<file path="src/rtl/fpxq_pkg.sv">
package fpxq_pkg;

    // Width of the origin tag and of the interrupt-slot tag.
    localparam int TAG_W = 2;

    // Origin code stored in every record written by this block.
    localparam logic [TAG_W-1:0] ORIGIN_FLOAT = 2'b01;

    // Interrupt-slot code stored in every record written by this block.
    localparam logic [TAG_W-1:0] ISLOT_NIL = 2'b00;

    // Occupancy classes of the queue.
    typedef enum logic [1:0] {
        OCC_EMPTY = 2'b00,
        OCC_SOME  = 2'b01,
        OCC_FULL  = 2'b10
    } occ_state_t;

endpackage

</file>
<file path="src/rtl/fpxq_slot_pick.sv">
module fpxq_slot_pick #(
    parameter int NQ    = 10,
    parameter int IDX_W = 4
) (
    input  logic             clk,
    input  logic             rst_n,
    input  logic [NQ-1:0]    valid,
    output logic             found,
    output logic [IDX_W-1:0] idx
);

    // Lowest free index wins: scan from the top down so the lowest free slot is written last.
    always_comb begin
        found = 1'b0;
        idx   = '0;
        for (int i = NQ - 1; i >= 0; i--) begin
            if (!valid[i]) begin
                found = 1'b1;
                idx   = IDX_W'(i);
            end
        end
    end

    // a picked slot is never one already in use.
    a_r4_pick_free : assert property (@(posedge clk) disable iff (!rst_n)
        found |-> !valid[idx]);

endmodule

</file>
<file path="src/rtl/fpxq_entry.sv">
module fpxq_entry
    import fpxq_pkg::*;
#(
    parameter int TT_W = 3,
    parameter int CX_W = 6,
    parameter int OP_W = 32
) (
    input  logic             clk,
    input  logic             rst_n,
    input  logic             clr,
    input  logic             wr,
    input  logic [TT_W-1:0]  trap_in,
    input  logic [CX_W-1:0]  cause_in,
    input  logic [OP_W-1:0]  op_in,
    output logic             valid_q,
    output logic [TT_W-1:0]  trap_q,
    output logic [CX_W-1:0]  cause_q,
    output logic [OP_W-1:0]  op_q,
    output logic [TAG_W-1:0] org_q,
    output logic [TAG_W-1:0] islot_q
);

    always_ff @(posedge clk or negedge rst_n) begin
        if (!rst_n) begin
            valid_q <= 1'b0;
            trap_q  <= '0;
            cause_q <= '0;
            op_q    <= '0;
            org_q   <= '0;
            islot_q <= '0;
        end else if (clr) begin
            valid_q <= 1'b0;
            trap_q  <= '0;
            cause_q <= '0;
            op_q    <= '0;
            org_q   <= '0;
            islot_q <= '0;
        end else if (wr) begin
            valid_q <= 1'b1;
            trap_q  <= trap_in;
            cause_q <= cause_in;
            op_q    <= op_in;
            org_q   <= ORIGIN_FLOAT;
            islot_q <= ISLOT_NIL;
        end
    end

    // an occupied slot is never rewritten.
    a_r9_no_overwrite : assert property (@(posedge clk) disable iff (!rst_n)
        (valid_q && !clr) |=> (valid_q && $stable(op_q) && $stable(trap_q)));

endmodule

</file>
<file path="src/rtl/fpxq_occ_fsm.sv">
module fpxq_occ_fsm
    import fpxq_pkg::*;
(
    input  logic clk,
    input  logic rst_n,
    input  logic clr,
    input  logic accept,
    input  logic last_free,
    output logic qne,
    output logic full
);

    occ_state_t state_q, state_d;

    always_comb begin
        state_d = state_q;
        if (clr) begin
            state_d = OCC_EMPTY;                                   // T_CLEAR
        end else begin
            unique case (state_q)
                OCC_EMPTY: if (accept) state_d = last_free ? OCC_FULL : OCC_SOME; // T_FIRST / T_FILL_ONE
                OCC_SOME:  if (accept && last_free) state_d = OCC_FULL;           // T_FILL
                OCC_FULL:  state_d = OCC_FULL;
                default:   state_d = OCC_EMPTY;
            endcase
        end
    end

    always_ff @(posedge clk or negedge rst_n) begin
        if (!rst_n) state_q <= OCC_EMPTY;
        else        state_q <= state_d;
    end

    always_comb begin
        qne  = 1'b0;
        full = 1'b0;
        unique case (state_q)
            OCC_EMPTY: begin qne = 1'b0; full = 1'b0; end
            OCC_SOME:  begin qne = 1'b1; full = 1'b0; end
            OCC_FULL:  begin qne = 1'b1; full = 1'b1; end
            default:   begin qne = 1'b0; full = 1'b0; end
        endcase
    end

    // a clear always leaves the machine empty.
    a_r8_clear_empty : assert property (@(posedge clk) disable iff (!rst_n)
        clr |=> !qne);

    // a full queue is left only through a clear.
    a_r7_full_sticky : assert property (@(posedge clk) disable iff (!rst_n)
        (full && !clr) |=> full);

endmodule

</file>
<file path="src/rtl/fpx_queue_recorder.sv">
module fpx_queue_recorder
    import fpxq_pkg::*;
#(
    parameter int NQ   = 10,
    parameter int TT_W = 3,
    parameter int CX_W = 6,
    parameter int OP_W = 32
) (
    input  logic               clk,
    input  logic               rst_n,
    input  logic               noq_mode,
    input  logic               sw_clear,
    input  logic               rec_req,
    input  logic [TT_W-1:0]    rec_trap,
    input  logic [CX_W-1:0]    rec_cause,
    input  logic [OP_W-1:0]    rec_opcode,
    output logic [NQ-1:0]      ent_valid,
    output logic [NQ*TT_W-1:0] ent_trap,
    output logic [NQ*CX_W-1:0] ent_cause,
    output logic [NQ*OP_W-1:0] ent_opcode,
    output logic [NQ*2-1:0]    ent_origin,
    output logic [NQ*2-1:0]    ent_slot,
    output logic               fsr_qne,
    output logic [TT_W-1:0]    fsr_trap
);

    localparam int IDX_W = (NQ > 1) ? $clog2(NQ) : 1;

    logic             found;
    logic [IDX_W-1:0] pick_idx;
    logic             accept;
    logic             noq_write;
    logic             last_free;
    logic             full;
    logic [NQ-1:0]    wr_vec;
    logic [TT_W-1:0]  trap_q;

    fpxq_slot_pick #(.NQ(NQ), .IDX_W(IDX_W)) pick_i (
        .clk   (clk),
        .rst_n (rst_n),
        .valid (ent_valid),
        .found (found),
        .idx   (pick_idx)
    );

    // In queue mode a request is accepted only when a slot is free; a clear takes priority.
    assign accept    = rec_req && !sw_clear && !noq_mode && found;
    assign noq_write = rec_req && !sw_clear && noq_mode;
    assign last_free = ($countones(ent_valid) == NQ - 1);

    always_comb begin
        wr_vec = '0;
        if (accept) wr_vec[pick_idx] = 1'b1;
    end

    for (genvar g = 0; g < NQ; g++) begin : g_slot
        fpxq_entry #(.TT_W(TT_W), .CX_W(CX_W), .OP_W(OP_W)) ent_i (
            .clk      (clk),
            .rst_n    (rst_n),
            .clr      (sw_clear),
            .wr       (wr_vec[g]),
            .trap_in  (rec_trap),
            .cause_in (rec_cause),
            .op_in    (rec_opcode),
            .valid_q  (ent_valid[g]),
            .trap_q   (ent_trap[g*TT_W +: TT_W]),
            .cause_q  (ent_cause[g*CX_W +: CX_W]),
            .op_q     (ent_opcode[g*OP_W +: OP_W]),
            .org_q    (ent_origin[g*TAG_W +: TAG_W]),
            .islot_q  (ent_slot[g*TAG_W +: TAG_W])
        );
    end

    fpxq_occ_fsm fsm_i (
        .clk       (clk),
        .rst_n     (rst_n),
        .clr       (sw_clear),
        .accept    (accept),
        .last_free (last_free),
        .qne       (fsr_qne),
        .full      (full)
    );

    // Trap-type field of status register 0; a clear leaves it as it is.
    always_ff @(posedge clk or negedge rst_n) begin
        if (!rst_n)                     trap_q <= '0;
        else if (accept || noq_write)   trap_q <= rec_trap;
    end
    assign fsr_trap = trap_q;

    // the full state matches every slot being valid.
    a_r3_full_match : assert property (@(posedge clk) disable iff (!rst_n)
        full == (&ent_valid));

    // an accepted request raises the flag and copies the trap type.
    a_r6_status_update : assert property (@(posedge clk) disable iff (!rst_n)
        accept |=> (fsr_qne && fsr_trap == $past(rec_trap)));

    // an accepted request adds exactly one valid slot.
    a_r9_one_more : assert property (@(posedge clk) disable iff (!rst_n)
        accept |=> ($countones(ent_valid) == $countones($past(ent_valid)) + 1));

    // the variant without a queue never touches a slot.
    a_r2_noq_slots : assert property (@(posedge clk) disable iff (!rst_n)
        (noq_mode && !sw_clear) |=> $stable(ent_valid));

    // a request against a full queue leaves slots and trap type alone.
    a_r7_full_ignored : assert property (@(posedge clk) disable iff (!rst_n)
        (rec_req && full && !sw_clear && !noq_mode) |=> ($stable(ent_valid) && $stable(fsr_trap)));

    // a clear empties every slot.
    a_r8_clear_slots : assert property (@(posedge clk) disable iff (!rst_n)
        sw_clear |=> (ent_valid == '0));

endmodule

</file>
<file path="config.mk">
export PLATFORM = sky130hd
export DESIGN_NAME = fpx_queue_recorder
export DESIGN_NICKNAME = d
export VERILOG_FILES = /design/src/rtl/fpxq_pkg.sv /design/src/rtl/fpxq_slot_pick.sv /design/src/rtl/fpxq_entry.sv /design/src/rtl/fpxq_occ_fsm.sv /design/src/rtl/fpx_queue_recorder.sv
export SDC_FILE = /design/constraint.sdc
export NUM_CORES = 1
export LEC_CHECK = 0
export CAP_MARGIN = 20
export CORE_AREA = 2 2 198 200
export DETAILED_ROUTE_END_ITERATION = 8
export DIE_AREA = 0 0 200 202
export DONT_BUFFER_PORTS = 1
export GPL_ROUTABILITY_DRIVEN = 0
export PLACE_DENSITY = 0.71
export SLEW_MARGIN = 20
export SYNTH_ARGS = -nofsm -noshare
export SYNTH_HDL_FRONTEND = slang
export SYNTH_HIERARCHICAL = 1
export SYNTH_SLANG_ARGS = --single-unit
export TNS_END_PERCENT = 1
</file>
<file path="constraint.sdc">
create_clock -name clk -period 5.66 [get_ports clk]
set_input_delay 0.566 -clock clk [delete_from_list [all_inputs] [get_ports clk]]
set_output_delay 0.566 -clock clk [all_outputs]
set_load 0.02 [all_outputs]
</file>
# Yosys cells after proc, flatten, opt, wreduce, memory -nomap -nowiden
# Cells that the tools add are included.
dict set report word_totals {
  memories 0
  ramBits 0
  input_bits 46
  latchBits 0
  register_bits 465
  output_inout_bits 464
  mem_bits_ro 0
}
dict set report op_classes {
  n_div 0
  n_mul 0
  n_lt_le_gt_ge 2
  add_sub_neg 9
  n_bitwise 0
  n_shift 0
  n_eq_ne 5
  reduce_logical 22
  n_mux 149
}
# op count
set ops {}
lappend ops {{32-bit 2-to-1 mux} 20}
lappend ops {{6-bit 2-to-1 mux} 20}
lappend ops {{2-bit 2-to-1 mux} 44}
lappend ops {{3-bit 2-to-1 mux} 20}
lappend ops {{4-bit 2-to-1 mux} 10}
lappend ops {{1-bit 2-to-1 mux} 32}
lappend ops {{2-bit nonzero test} 10}
lappend ops {{1-bit by 1-bit adder with 2-bit output} 5}
lappend ops {{10-bit 2-to-1 mux} 1}
lappend ops {{2-bit by 2-bit adder with 3-bit output} 2}
lappend ops {{1-bit logical AND} 6}
lappend ops {{2-bit one-hot mux with 3 select lines} 1}
lappend ops {{4-bit by 2-bit adder with 5-bit output} 1}
lappend ops {{5-bit by 4-bit equality test with 1-bit output, second input constant} 1}
lappend ops {{4-bit by 5-bit < comparator with 1-bit output, second input constant} 1}
lappend ops {{3-bit by 3-bit adder with 4-bit output} 1}
lappend ops {{1-bit demux with 4-bit select} 1}
lappend ops {{4-bit by 1-bit greater-or-equal comparator with 1-bit output, second input constant} 1}
lappend ops {{3-bit by 2-bit inequality test with 1-bit output, second input constant} 1}
lappend ops {{3-bit inequality test, second input constant} 1}
lappend ops {{2-bit by 1-bit equality test with 1-bit output, second input constant} 1}
lappend ops {{2-bit equality test, second input constant} 1}
lappend ops {{1-bit logical NOT} 2}
lappend ops {{2-bit logical NOT} 1}
lappend ops {{other kinds (3)} 3}

# Longest topological paths before layout
dict set report logic_depth {
  word_depth 17
  ltp_mapped 13
  ltp_nobuf 13
}

# By module
# Netlist, hierarchy kept.
# module seq_area_each_um2 instances cells_each area_per_inst_um2
set by_module_without_submodules {}
lappend by_module_without_submodules {fpxq_entry 1051.0 10 141 1769.2}
lappend by_module_without_submodules {fpx_queue_recorder 75.1 1 47 450.4}
lappend by_module_without_submodules {fpxq_occ_fsm 50.0 1 18 166.4}
lappend by_module_without_submodules {fpxq_slot_pick 0.0 1 17 91.3}

# Worst setup path after synthesis
# OpenSTA, ideal clock, no wires.
dict set report synth_timing {
  kind {reg2reg}
  startpoint {register g_slot[1].ent_i/org_q[0] (netlist name)}
  endpoint {register fsm_i.state_q[1]}
  path_stages_with_launch 14
  arrival_ns 3.610
  setup_slack_ns 1.922
  setup_time_ns 0.128
  path_buffers 0
  period_less_slack_ns 3.738
  path_cell_list {dfrtp_1 fa_1 fa_1 inv_1 fa_1 inv_1 ha_1 inv_1 fa_1 nand2_1 nor4_1 nand2_1 a21oi_1 mux2_1}
}
# item line
set synth_lines {}
lappend synth_lines {{end signal, assigned} fpxq_occ_fsm.sv:31} ;# else state_q <= state_d;
lappend synth_lines {{end, declared} fpxq_occ_fsm.sv:13} ;# occ_state_t state_q, state_d;

==> flow_metrics.tcl <==
set metrics [dict create \
    place_hpwl_microns 29600 \
    max_cap_viol_count 0 \
    rsz0062_at_grt "no" \
    insertion_delay_ns 0.57 \
    p_seq_share_pct 50.8 \
    track_usage_pct 23.1 \
    period_needed_ns 4.11 \
    netlist_area_sq_mm 0.0184 \
    root_buffer "clkbuf_16" \
    syn_to_final_growth_pct 5.16 \
    start_kind "register" \
    diodes 0 \
    clk_pin_slew_worst_paths_ns 0.06 \
    worst_slack_ns 1.55 \
    nets 1489 \
    io_pins 510 \
    dieHeight_microns 202 \
    seqCellArea_sq_mm 0.0106 \
    vias 10702 \
    multi_input_area_sq_mm 0.00641 \
    max-slew-margin-rel_pct -19.2 \
    dr.pass1.iters 6 \
    fin_tns_setup_ns 0 \
    rr_startpoint "g_slot[1].ent_i/org_q[0]" \
    crit_start "g_slot[1].ent_i/org_q[0]" \
    postRouteAntennaNets 0 \
    violations "negative hold slack, max-slew violations" \
    netlist_instances 1491 \
    status "finished, violations left" \
    p_clk_share_pct 47.9 \
    p_switching_w 0.00126 \
    tightest_slew_ns 1.79 \
    reg2regPathDepth 13 \
    crit_path_end_kind "register" \
    antenna_found_initial 0 \
    cts_setup_buffers 0 \
    p_int_w 0.00482 \
    vias_per_cell 5.41 \
    drive_above_1_share_pct 6.77 \
    grt_max_degree 426 \
    finalHoldViolCount 425 \
    synth_warnings 6 \
    dp_cells 1904 \
    required_ns 6.09 \
    grt_pass1_vias 11198 \
    tritoncts_num_sinks 425 \
    grt_pass1_wl_microns 70900 \
    drt_iter0_markers 667 \
    layout.filler_cells 3341 \
    finalSetupViolations 0 \
    die_area_sq_mm 0.0404 \
    drt_wl_total_microns 47300 \
    start_util_pct 48.0 \
    fin_crit_sh_pct 72.5 \
    critPathMaxFanout 8 \
    p_leak_nw 8.30 \
    die_w_microns 200 \
    overflow 0 \
    cts_tree "built" \
    cp.arrival_ns 4.54 \
    path_class "register to register" \
    p_per_area_mw_per_mm2 314 \
    clockBufferDepth 3 \
    peakVddDrop_mv 0.214 \
    p_sw_share_pct 20.7 \
    post_drt_wl_per_cell_microns 23.9 \
    drc 0 \
    slew_violations 166 \
    hp-class "primary input to async pin" \
    coreArea_sq_mm 0.0383 \
    h-tree-depth 2 \
    fmax_mhz 244 \
    skew_ns 0.0168 \
    pwr-share-comb_pct 1.2 \
    syn_avg_cell_area_sq_um 12.3 \
    place_ws_ns 1.54 \
    numCtsBuffers 44 \
    port_buffers 0 \
    whs_ns -0.305 \
    rows 72 \
    final-instance-count-excl-fill 1980 \
]
-- per-layer routing --
layer / wire, microns / part of all wire [%] / global-route usage, % / vias to the layer above
li1: - / - / - / 4706
met1: 18200 / 38 / 27.6 / 5490
met2: 22600 / 48 / 37.4 / 424
met3: 5070 / 11 / 9.46 / 82
met4: 1450 / 3.1 / 8.17 / 0
met5: 0 / 0 / 0 / -
-- through the flow --
| step | power [W] | hold WS, ns | cell area, sq um | utilization, % |
|---|---|---|---|---|
| after floorplan | 0.00327 | 0.270 | 18500 | - |
| after global placement | 0.00322 | 0.279 | 17900 | 46.8 |
| after detailed placement | 0.00322 | 0.280 | 17900 | 46.8 |
| after CTS | 0.00614 | -0.330 | 19300 | 50.5 |
| after global routing | 0.00627 | -0.335 | 19300 | 50.5 |
| final | 0.00608 | -0.305 | 19300 | 50.5 |
-- final cells by class --
class | count | area share, %
clock buffers | 58 | 6.28
clock inverters | 18 | 1.15
inverters | 15 | 0.291
multi-input cells | 931 | 33.2
flip-flops and latches | 425 | 55.0
well taps | 518 | 3.35
repair buffers | 15 | 0.776
-- critical path, stage by stage, from the launching register on --
cell     delay [ns]
dfrtp_1        0.69
fa_1           0.54
fa_1           0.52
inv_1          0.05
fa_1           0.42
inv_1          0.08
ha_1           0.16
inv_1          0.05
fa_1           0.48
nand2_1        0.05
nor4_1         0.30
nand2_1        0.12
a21oi_1        0.19
mux2_1         0.33
-- repair_timing --
| action | in CTS | in global routing |
|---|---|---|
| setup endpoints to repair | 0 | 0 |
| gates resized for setup | 0 | 0 |
| hold endpoints to repair | 425 | 425 |
-- power by group through the flow --
stage | combinational [W] | sequential (W) | clock [W]
after floorplan | 0.000130 | 0.00314 | 0
after global placement | 0.0000731 | 0.00314 | 0
after detailed placement | 0.0000756 | 0.00314 | 0
after CTS | 0.0000757 | 0.00309 | 0.00298
after global routing | 0.0000827 | 0.00309 | 0.00310
final | 0.0000755 | 0.00309 | 0.00291
-- sequential cells by signal, summed over array words and instances, names as in the netlist --
signal / cells
g_slot.ent_i/cause_q: 60
fsr_trap: 3
g_slot.ent_i/op_q: 320
g_slot.ent_i/org_q: 10
fsm_i/state_q: 2
g_slot.ent_i/trap_q: 30
-- worst paths after layout --
kind                                             to  slack, ns
max                                fsm_i/state_q[1]       1.55
min                        g_slot[6].ent_i/op_q[11]      -0.30
max reg2reg                        fsm_i/state_q[1]       1.55
min reg2reg                 g_slot[0].ent_i/op_q[3]       0.67
max in group asynchronous          fsm_i/state_q[1]       5.18
min in group clk           g_slot[7].ent_i/org_q[0]       0.11
-- placed cells by master (no fill, tap or decap), types with 2 or more instances in the layout --
| cell | instances |
|---|---|
| mux2_2 | 3 |
| o221ai_1 | 2 |
| nor2_1 | 434 |
| a21oi_1 | 3 |
| nand2b_1 | 3 |
| buf_12 | 3 |
| dfrtp_1 | 425 |
| nor2_4 | 5 |
| fa_1 | 6 |
| nand2_1 | 6 |
| clkbuf_16 | 45 |
| mux2i_1 | 410 |
| a31oi_1 | 2 |
| ha_1 | 5 |
| nor4_2 | 2 |
| nor3_2 | 2 |
| inv_1 | 15 |
| conb_1 | 30 |
| clkbuf_8 | 4 |
| nor2b_1 | 4 |
| nand3_1 | 2 |
| clkbuf_1 | 9 |
| clkinv_2 | 11 |
| bufinv_16 | 5 |
| nand4_1 | 2 |
| buf_4 | 12 |
(Power assumes the default switching activity.)
